`config.mk`:
```
export PLATFORM = sky130hd
export DESIGN_NAME = i2c_addr_master
export DESIGN_NICKNAME = d
export VERILOG_FILES = /design/src/rtl/i2cam_pkg.sv /design/src/rtl/i2cam_halftimer.sv /design/src/rtl/i2cam_busmon.sv /design/src/rtl/i2c_addr_master.sv
export SDC_FILE = /design/constraint.sdc
export NUM_CORES = 1
export LEC_CHECK = 0
export BUFFER_PORTS_ARGS = -buffer_cell sky130_fd_sc_hd__buf_2
export CAP_MARGIN = 5
export CORE_MARGIN = 2
export CORE_UTILIZATION = 40
export DETAILED_ROUTE_END_ITERATION = 12
export GPL_ROUTABILITY_DRIVEN = 0
export PLACE_DENSITY = 0.58
export RECOVER_POWER = 25
export SLEW_MARGIN = 0
export SYNTH_ARGS = -nofsm -noshare
export SYNTH_HDL_FRONTEND = slang
export SYNTH_HIERARCHICAL = 1
export SYNTH_SLANG_ARGS = --single-unit
```
`constraint.sdc`:
```
create_clock -name clk -period 3.88 [get_ports clk]
set_input_delay 0.194 -clock clk [delete_from_list [all_inputs] [get_ports clk]]
set_output_delay 0.194 -clock clk [all_outputs]
set_load 0.005 [all_outputs]
```
`src/rtl/i2cam_pkg.sv`:
```
// Shared types and sizes for the I2C master address-phase controller.
package i2cam_pkg;
    localparam int BYTE_W     = 8;
    localparam int FRAME_BITS = BYTE_W + 1;

    typedef enum logic [3:0] {
        PH_IDLE,
        PH_STA_A,   // SDA low, SCL high
        PH_STA_B,   // both low
        PH_BIT_LO,  // SCL low, data set up
        PH_BIT_HI,  // SCL released, data held
        PH_HOLD,    // SCL parked low until host resumes
        PH_STO_A,   // both low
        PH_STO_B,   // SCL released, SDA low
        PH_STO_C    // both released
    } phase_t;
endpackage

```
`src/rtl/i2cam_halftimer.sv`:
```
// Phase-length timer. Reloads with half_cnt whenever the phase changes and
// counts down; tick is high once the count reaches zero.
// Assumes: restart is asserted in the cycle the new phase is entered.
module i2cam_halftimer #(
    parameter int HALF_W = 8
) (
    input  logic              clk,
    input  logic              rst_n,
    input  logic              restart,
    input  logic [HALF_W-1:0] half_cnt,
    output logic              tick
);
    logic [HALF_W-1:0] cnt_q;

    // Reload on a phase change, otherwise count down to zero and stay there.
    always_ff @(posedge clk) begin
        if (!rst_n)
            cnt_q <= '0;
        else if (restart)
            cnt_q <= half_cnt;
        else if (cnt_q != '0)
            cnt_q <= cnt_q - 1'b1;
    end

    assign tick = (cnt_q == '0);
endmodule

```
`src/rtl/i2cam_busmon.sv`:
```
// Bus-busy monitor. Watches the sampled line levels and flags a start
// (SDA falls while SCL high) or a stop (SDA rises while SCL high).
// Assumes: line inputs are already synchronous to clk.
module i2cam_busmon (
    input  logic clk,
    input  logic rst_n,
    input  logic scl_i,
    input  logic sda_i,
    output logic bus_busy
);
    logic scl_q, sda_q;
    logic start_det, stop_det;

    // Keep last cycle's line levels for edge detection.
    always_ff @(posedge clk) begin
        if (!rst_n) begin
            scl_q <= 1'b1;
            sda_q <= 1'b1;
        end else begin
            scl_q <= scl_i;
            sda_q <= sda_i;
        end
    end

    assign start_det = scl_i & scl_q & sda_q & ~sda_i;
    assign stop_det  = scl_i & scl_q & ~sda_q & sda_i;

    // Busy flag follows the start/stop conditions seen on the lines.
    always_ff @(posedge clk) begin
        if (!rst_n)
            bus_busy <= 1'b0;
        else if (start_det)
            bus_busy <= 1'b1;
        else if (stop_det)
            bus_busy <= 1'b0;
    end

    AST_BUSY_ON_START: assert property (@(posedge clk) disable iff (!rst_n)
        start_det |=> bus_busy);
    AST_BUSY_OFF_STOP: assert property (@(posedge clk) disable iff (!rst_n)
        stop_det |=> !bus_busy);
endmodule

```
`src/rtl/i2c_addr_master.sv`:
```
// Single-master I2C controller: start condition, address/direction byte,
// acknowledge clock, interrupt, SCL parked low until the host resumes,
// further bytes and a stop. Open-drain lines: *_oe = 1 pulls low.
// Assumes: sole master on the bus; no arbitration, no slave clock stretching.
module i2c_addr_master
    import i2cam_pkg::*;
#(
    parameter int HALF_W = 8
) (
    input  logic              clk,
    input  logic              rst_n,
    input  logic [HALF_W-1:0] half_cnt,
    input  logic              wr_data,
    input  logic [BYTE_W-1:0] wr_data_byte,
    input  logic              wr_ctrl,
    input  logic              ctrl_master,
    input  logic              ctrl_tx,
    input  logic              ctrl_busy,
    input  logic              ctrl_resume,
    input  logic              ctrl_ack_gen,
    output logic [BYTE_W-1:0] rd_data,
    output logic              st_master,
    output logic              st_tx,
    output logic              st_busy,
    output logic              st_resume,
    output logic              st_last_bit,
    output logic              irq,
    input  logic              scl_i,
    input  logic              sda_i,
    output logic              scl_oe,
    output logic              sda_oe
);
    localparam int CNT_W = $clog2(FRAME_BITS);
    localparam logic [CNT_W-1:0] LAST_BIT = CNT_W'(BYTE_W);

    phase_t            ph_q, ph_nx;
    logic [CNT_W-1:0]  bit_q;
    logic [BYTE_W-1:0] sh_q, data_q, src_byte;
    logic tx_q, master_q, resume_q, ack_gen_q, addr_q, rw_q, lrb_q, irq_q;
    logic tick, bus_busy, restart, last_bit, host_win;
    logic start_ok, cont_ok, stop_ok, data_ok, bit_end;

    i2cam_halftimer #(.HALF_W(HALF_W)) u_timer (
        .clk(clk), .rst_n(rst_n), .restart(restart),
        .half_cnt(half_cnt), .tick(tick)
    );

    i2cam_busmon u_busmon (
        .clk(clk), .rst_n(rst_n), .scl_i(scl_i), .sda_i(sda_i),
        .bus_busy(bus_busy)
    );

    assign last_bit = (bit_q == LAST_BIT);
    assign host_win = (ph_q == PH_IDLE) || (ph_q == PH_HOLD);
    assign start_ok = wr_ctrl && ctrl_master && ctrl_tx && ctrl_busy && ctrl_resume
                      && !bus_busy && (ph_q == PH_IDLE);
    assign cont_ok  = wr_ctrl && ctrl_resume && ctrl_busy && (ph_q == PH_HOLD);
    assign stop_ok  = wr_ctrl && ctrl_resume && !ctrl_busy && (ph_q == PH_HOLD);
    assign data_ok  = wr_data && host_win;
    assign src_byte = wr_data ? wr_data_byte : data_q;
    assign bit_end  = (ph_q == PH_BIT_HI) && tick;
    assign restart  = (ph_nx != ph_q);

    // Phase sequencing: host commands leave idle/hold, timer ticks elsewhere.
    always_comb begin
        ph_nx = ph_q;
        case (ph_q)
            PH_IDLE:   if (start_ok) ph_nx = PH_STA_A;
            PH_STA_A:  if (tick) ph_nx = PH_STA_B;
            PH_STA_B:  if (tick) ph_nx = PH_BIT_LO;
            PH_BIT_LO: if (tick) ph_nx = PH_BIT_HI;
            PH_BIT_HI: if (tick) ph_nx = last_bit ? PH_HOLD : PH_BIT_LO;
            PH_HOLD:   if (cont_ok) ph_nx = PH_BIT_LO;
                       else if (stop_ok) ph_nx = PH_STO_A;
            PH_STO_A:  if (tick) ph_nx = PH_STO_B;
            PH_STO_B:  if (tick) ph_nx = PH_STO_C;
            PH_STO_C:  if (tick) ph_nx = PH_IDLE;
            default:   ph_nx = PH_IDLE;
        endcase
    end

    // Phase register and the one-cycle interrupt at the ninth clock fall.
    always_ff @(posedge clk) begin
        if (!rst_n) begin
            ph_q  <= PH_IDLE;
            irq_q <= 1'b0;
        end else begin
            ph_q  <= ph_nx;
            irq_q <= bit_end && last_bit;
        end
    end

    // Shifter and bit counter: load at start/resume, shift at each high end.
    always_ff @(posedge clk) begin
        if (!rst_n) begin
            sh_q  <= '0;
            bit_q <= '0;
        end else if (start_ok || cont_ok) begin
            sh_q  <= src_byte;
            bit_q <= '0;
        end else if (bit_end && !last_bit) begin
            sh_q  <= {sh_q[BYTE_W-2:0], sda_i};
            bit_q <= bit_q + 1'b1;
        end
    end

    // Byte register: host writes in idle/hold, received byte at ninth clock.
    always_ff @(posedge clk) begin
        if (!rst_n)
            data_q <= '0;
        else if (data_ok)
            data_q <= wr_data_byte;
        else if (bit_end && last_bit && !tx_q)
            data_q <= sh_q;
    end

    // Control and status flags.
    always_ff @(posedge clk) begin
        if (!rst_n) begin
            master_q  <= 1'b0;
            tx_q      <= 1'b0;
            resume_q  <= 1'b1;
            ack_gen_q <= 1'b0;
            addr_q    <= 1'b0;
            rw_q      <= 1'b0;
            lrb_q     <= 1'b0;
        end else begin
            if (wr_ctrl && host_win)
                ack_gen_q <= ctrl_ack_gen;
            if (start_ok) begin
                master_q <= 1'b1;
                tx_q     <= 1'b1;
                resume_q <= 1'b1;
                addr_q   <= 1'b1;
                rw_q     <= src_byte[0];
            end
            if (cont_ok || stop_ok)
                resume_q <= 1'b1;
            if (bit_end && last_bit) begin
                lrb_q    <= sda_i;
                resume_q <= 1'b0;
                addr_q   <= 1'b0;
                if (addr_q && !sda_i)
                    tx_q <= ~rw_q;
            end
            if ((ph_q == PH_STO_C) && tick)
                master_q <= 1'b0;
        end
    end

    // Open-drain line drive per phase.
    always_comb begin
        scl_oe = 1'b0;
        sda_oe = 1'b0;
        case (ph_q)
            PH_STA_A: sda_oe = 1'b1;
            PH_STA_B, PH_STO_A: begin
                scl_oe = 1'b1;
                sda_oe = 1'b1;
            end
            PH_STO_B: sda_oe = 1'b1;
            PH_HOLD:  scl_oe = 1'b1;
            PH_BIT_LO, PH_BIT_HI: begin
                scl_oe = (ph_q == PH_BIT_LO);
                sda_oe = last_bit ? (~tx_q & ack_gen_q) : (tx_q & ~sh_q[BYTE_W-1]);
            end
            default: ;
        endcase
    end

    assign rd_data     = data_q;
    assign st_master   = master_q;
    assign st_tx       = tx_q;
    assign st_busy     = bus_busy;
    assign st_resume   = resume_q;
    assign st_last_bit = lrb_q;
    assign irq         = irq_q;

    AST_START_WHEN_FREE: assert property (@(posedge clk) disable iff (!rst_n)
        (ph_q == PH_STA_A && $past(ph_q) == PH_IDLE) |-> !$past(bus_busy));
    AST_SDA_STABLE_HIGH: assert property (@(posedge clk) disable iff (!rst_n)
        (ph_q == PH_BIT_HI && $past(ph_q) == PH_BIT_HI) |-> $stable(sda_oe));
    AST_IRQ_SINGLE: assert property (@(posedge clk) disable iff (!rst_n)
        irq |=> !irq);
    AST_IRQ_CLEARS_RESUME: assert property (@(posedge clk) disable iff (!rst_n)
        irq |-> !st_resume);
    AST_SCL_PARKED: assert property (@(posedge clk) disable iff (!rst_n)
        (master_q && !resume_q) |-> (scl_oe && !sda_oe));
    AST_TX_KEPT_ON_NACK: assert property (@(posedge clk) disable iff (!rst_n)
        (irq && st_last_bit) |-> (tx_q == $past(tx_q)));
    AST_DATA_FROZEN: assert property (@(posedge clk) disable iff (!rst_n)
        (ph_q == PH_BIT_LO && $past(ph_q) == PH_BIT_LO) |-> $stable(data_q));
endmodule

```
==> results.toml, run 1 <==
[run_status]
status = "complete, no violations"

[detailed_routing]
vias = 2061
remaining_drc_errors = 0
drt_iter0_drc = 172
routed_wl_mm = 5.51
antenna_left = 0
first_pass_iters = 5
via_per_inst = 5.48
wl_per_cell_um = 14.6

[grt]
grt_pass1_wl_mm = 9.25
track_usage_pct = 18.2
overflow = 0
grt_antenna_before_repair = 0
grt_max_degree = 30
grt_pass1_vias = 1951

[logic_synthesis]
yosysWarningCount = 6
synth.most_common_cell = "dfxtp_1"
syn_inst = 264
synth_cell_types = 50
synth_top_cells_by_count = "dfxtp_1, a21oi_1, nand2_1"
yosysSeqAreaShare_pct = 37.1
netlist.area_leader.share_pct = 37.1
synth-seq-cells = 43
synth_nets = 294
synth_area_mm2 = 0.00232
async_flop_share_pct = 0
avgSynthCellArea_um2 = 8.79
synth-edff-count = 0
synth_ff_type = "dfxtp_1"
synth_area_leaders = "dfxtp_1, mux2i_1, a21oi_1"
yosysTopAreaCell = "dfxtp_1"

[setup_path]
critical_path.slowest_cell = "or4b_4"
path_class = "register to register"
cp_top_family = "simple AND/OR/NAND/NOR gates"
crit_chain = "nor4_4 > and4bb_1 > or4b_4 > or3_1 > o211ai_1 > o21a_1 > o21ai_1 > buf_4 > inv_1 > nand2_1 > o31ai_1"
critPathMaxStageDelay_ns = 0.49
crit_arrival_ns = 3.45
critPathRequiredTime_ns = 4.09
r2r_slack_ns = 0.64
timing.rr.start = "u_timer/cnt_q[3]$_SDFFE_PN0P_"
endpoint_kind = "register"
cp_num_buf_inv = 2
r2r-end = "u_timer/cnt_q[3]$_SDFFE_PN0P_"
critPathLaunchType = "register"
cp_max_fo = 9
r2r_cells = 11

[pwr]
finalPower_w = 0.00146
ir_drop_uv = 203
leakagePower_nw = 1.11
powerDensity_mw_per_mm2 = 551

[die]
die_w_um = 80.2
initial_core_util_pct = 41.9
die-area_mm2 = 0.00643
rows = 27
die_y_um = 80.2
core_area_mm2 = 0.00554
ios = 43

[finish]
area_delta_synth_final_pct = 14.3
layout.nets = 333
drive_gt1_share_pct = 21.4
diodes = 0
fillers = 561

[cts]
clkTransAtPathRegs_ns = 0.08
clock_latency_ns = 0.29
root_buffer = "clkbuf_8"
htreeDepth = 2
cts_tree = "built"
postCtsSetupBuffers = 0
numCtsBuffers = 5
clk_path_buf_depth = 2
cts_sinks = 43
cts_resized = 0
hold_buffers = 0

[sta]
slew_headroom_pct = 23.3
hold_viol_final = 0
tightest_slew_ns = 1.15
finalMaxSlewViolations = 0
hold_ws_ns = 0.111
rsz0062_at_grt = "false"
finalCritPeriodShare_pct = 83.4
setup-tns-final_ns = 0
fmax_mhz = 309
period_needed_ns = 3.24
finClkSkew_ns = 0.00398
finalSetupViolCount = 0

[hold_path]
hp-start = "scl_i"
hp-class = "input port to register"
whs_path_depth = 2
holdPathEnd = "u_busmon/scl_q$_SDFF_PN1_"

[place]
dpl.hpwl_mm = 3.94
port_buffers = 42

[flow_run]
maxCapViolCount = 0
how the worst max path moves through the flow:
| stage | start | end | depth (start not counted) |
|---|---|---|---|
| floorplan | u_timer/cnt_q[3]$_SDFFE_PN0P_ | u_timer/cnt_q[1]$_SDFFE_PN0P_ | 13 |
| global placement | u_timer/cnt_q[3]$_SDFFE_PN0P_ | u_timer/cnt_q[5]$_SDFFE_PN0P_ | 11 |
| detailed placement | u_timer/cnt_q[3]$_SDFFE_PN0P_ | u_timer/cnt_q[4]$_SDFFE_PN0P_ | 11 |
| CTS | u_timer/cnt_q[3]$_SDFFE_PN0P_ | u_timer/cnt_q[3]$_SDFFE_PN0P_ | 11 |
| global route | u_timer/cnt_q[3]$_SDFFE_PN0P_ | u_timer/cnt_q[3]$_SDFFE_PN0P_ | 11 |
| finish | u_timer/cnt_q[3]$_SDFFE_PN0P_ | u_timer/cnt_q[3]$_SDFFE_PN0P_ | 11 |
cell type report:
class / count / area, µm² / area share (%)
multi-input cells: 198 / 1350 / 50.8
clock inverters: 2 / 12.5 / 0.472
repair buffers: 46 / 235 / 8.87
clock buffers: 6 / 72.6 / 2.74
inverters: 9 / 33.8 / 1.27
flip-flops and latches: 43 / 861 / 32.5
well taps: 72 / 90.1 / 3.40
routing by layer:
layer	part of all wire (%)	track usage (%)
met1	46	24.1
met2	48	28.9
met3	5.5	5.06
met4	0.51	4.75
met5	0	0
cells in the final DEF, fill, tap and decap left out, types with 6 or more instances in the layout:
cell type	count
a21oi_1	23
buf_2	38
dfxtp_1	43
inv_1	9
mux2_2	8
mux2i_1	16
nand2_1	23
nand3_1	11
nand4_1	6
nor2_1	22
nor3_1	7
o21ai_0	13
o31ai_1	6
xnor2_1	6
report_power, final:
group,switching [W],leakage [nW],internal [W]
Clock,0.000156,0.0412,0.000126
Sequential,0.0000806,0.351,0.000504
Combinational,0.000330,0.715,0.000264
Total,0.000567,1.11,0.000894
kinds of logic (layout without fill, tap and decap cells):
logic type / after synthesis / count (layout) / synth area share (%)
compound gates: 64 / 64 / 17.4
xor+xnor: 9 / 9 / 3.40
fa+ha+maj: 3 / 3 / 1.62
buf+inv: 23 / 63 / 4.85
flops: 43 / 43 / 37.1
mux: 24 / 24 / 10.8
simple gates: 98 / 98 / 24.9
stage by stage:
step	instance area (µm²)	worst slack (ns)	util, %	cells
4_1_cts	2660	0.675	48.0	376
3_5_place_dp	2570	0.697	46.4	368
6_report	2650	0.643	47.9	376
3_3_place_gp	2570	0.785	46.4	368
2_1_floorplan	2320	0.607	-	264
5_1_grt	2650	0.346	47.9	376
registers in the layout, summed over array words and instances, names as in the netlist:
name               flops
ack_gen_q              1
addr_q                 1
bit_q                  4
irq                    1
ph_q                   4
rd_data                8
rw_q                   1
sh_q                   8
st_last_bit            1
st_master              1
st_resume              1
st_tx                  1
u_busmon/bus_busy      1
u_busmon/scl_q         1
u_busmon/sda_q         1
u_timer/cnt_q          8
No activity file was read; power rests on OpenSTA's default activity.
==> run 2, diff against run 1 <==
- clock period: 3.88 -> 3.04 ns (I/O delays scaled with it)
==> run 2 against run 1 <==
Non-clock buffer count is 5 higher. Hold slack worse by 0.044 ns. Cell area is 3.0% higher. Clock power is 65% higher. Register-to-register slack worse by 0.44 ns. Clock skew is 0.00077 ns higher. Global-route usage is 0.89 points lower. Routed wire length is 2.7% lower. Combinational power is 35% higher. Fmax is 14% higher. Utilization is 1.4 points higher. Critical endpoint unchanged. Largest cell class unchanged. Largest power group unchanged.
==> results.toml, run 2 (synthesis gave the netlist of run 1 again) <==
[run_status]
status = "complete, no violations"

[setup_path]
cp_max_fo = 9
crit_arrival_ns = 3.05
r2r-end = "u_timer/cnt_q[3]$_SDFFE_PN0P_"
critPathRequiredTime_ns = 3.25
critical_path.slowest_cell = "or4b_4"
crit_chain = "nor4_4 > and4bb_1 > or4b_4 > or3_1 > o211ai_1 > o21a_1 > o21ai_2 > inv_2 > nand2_1 > o31ai_1"
timing.rr.start = "u_timer/cnt_q[2]$_SDFFE_PN0P_"
critPathLaunchType = "register"
path_class = "register to register"
critPathMaxStageDelay_ns = 0.48
r2r_cells = 10
endpoint_kind = "register"
r2r_slack_ns = 0.20

[detailed_routing]
antenna_left = 0
remaining_drc_errors = 0
via_per_inst = 5.37
drt_iter0_drc = 119
dr.max_layer_used = "met4"
vias = 2047
first_pass_iters = 4
met2_wirelength_mm = 2.42
wl_met1_mm = 2.64
wl_per_cell_um = 14.1
routed_wl_mm = 5.36
wl_met3_um = 237

[finish]
final_common_cell = "dfxtp_1"
layout_common_cells = "dfxtp_1, buf_2, nand2_1, a21oi_1, nor2_1"
multi_input_area_mm2 = 0.00136
drive_gt1_share_pct = 23.6
diodes = 0
final_cell_area_mm2 = 0.00273
layout.nets = 338
layout.area.seq_um2 = 861
area_delta_synth_final_pct = 17.7
final_util_pct = 49.3
fillers = 555

[grt]
track_usage_pct = 17.3
grt_pass1_wl_mm = 8.69
overflow = 0
grt_antenna_before_repair = 0
grt_max_degree = 30
grt_pass1_vias = 1749

[place]
dpl.hpwl_mm = 3.94
port_buffers = 42
place_area_mm2 = 0.00261

[cts]
cts_tree = "built"
cts_sinks = 43
htreeDepth = 2
cts_resized = 0
clock_latency_ns = 0.30
clkTransAtPathRegs_ns = 0.08
numCtsBuffers = 5
hold_buffers = 0
postCtsSetupBuffers = 0
root_buffer = "clkbuf_8"
clk_path_buf_depth = 2

[sta]
finalSetupViolCount = 0
tightest_slew_ns = 0.652
finClkSkew_ns = 0.00476
hold_viol_final = 0
period_needed_ns = 2.84
finalCritPeriodShare_pct = 93.3
fmax_mhz = 353
slew_headroom_pct = 56.2
finalMaxSlewViolations = 0
setup-tns-final_ns = 0

[hold_path]
hp-start = "scl_i"
whs_path_depth = 2
hp-class = "input port to register"
holdPathEnd = "u_busmon/scl_q$_SDFF_PN1_"

[pwr]
powerDensity_mw_per_mm2 = 731
ir_drop_uv = 332
leakagePower_nw = 1.15
finalPower_w = 0.00200

[die]
die_y_um = 80.2
die_w_um = 80.2
ios = 43
rows = 27
die-area_mm2 = 0.00643
initial_core_util_pct = 41.9
core_area_mm2 = 0.00554

[flow_run]
maxCapViolCount = 0
==> run 2: stage by stage <==
stage          setup slack [ns]  hold slack (ns)  cells
3_5_place_dp              0.221            0.372    373
2_1_floorplan            0.0318            0.225    264
6_report                  0.203           0.0665    381
4_1_cts                   0.200           0.0577    381
5_1_grt                 -0.0256           0.0770    381
3_3_place_gp              0.299            0.370    373
==> run 2: how the worst max path moves through the flow <==
stage,slack [ns],end,cells after the start,start
6_report,0.20,u_timer/cnt_q[3]$_SDFFE_PN0P_,10,u_timer/cnt_q[2]$_SDFFE_PN0P_
5_1_grt,-0.03,u_timer/cnt_q[3]$_SDFFE_PN0P_,12,u_timer/cnt_q[0]$_SDFFE_PN0P_
4_1_cts,0.20,u_timer/cnt_q[3]$_SDFFE_PN0P_,10,u_timer/cnt_q[2]$_SDFFE_PN0P_
3_5_place_dp,0.22,u_timer/cnt_q[3]$_SDFFE_PN0P_,10,u_timer/cnt_q[2]$_SDFFE_PN0P_
3_3_place_gp,0.30,u_timer/cnt_q[4]$_SDFFE_PN0P_,10,u_timer/cnt_q[2]$_SDFFE_PN0P_
2_1_floorplan,0.03,u_timer/cnt_q[1]$_SDFFE_PN0P_,13,u_timer/cnt_q[2]$_SDFFE_PN0P_
==> run 2: critical path, delay by kind of cell, from the launching register on <==
kind                   cells  cell delay [ns]
AND/OR/NAND/NOR            5             1.57
buffers and inverters      1             0.14
flip-flops                 1             0.37
AO/OA/AOI/OAI              4             0.66
==> run 2: per-layer routing <==
metal,global-route usage [%],vias up
li1,-,1052
met1,25.3,940
met2,25.1,49
met3,3.48,6
met4,5.59,0
met5,0,-
==> run 2: area by class of cell <==
class	count	share of cell area, %
clock inverter	2	1.28
timing repair buffer	51	9.94
clock buffer	6	3.02
sequential	43	31.5
inverter	9	1.24
multi-input combinational	198	49.7
tap	72	3.30
==> run 2: where the power goes <==
| group | internal [W] | switching, W | leakage [nW] |
|---|---|---|---|
| sequential | 0.000643 | 0.0000861 | 0.351 |
| clock | 0.000266 | 0.000200 | 0.0612 |
| combinational | 0.000364 | 0.000439 | 0.738 |
| total | 0.00127 | 0.000725 | 1.15 |
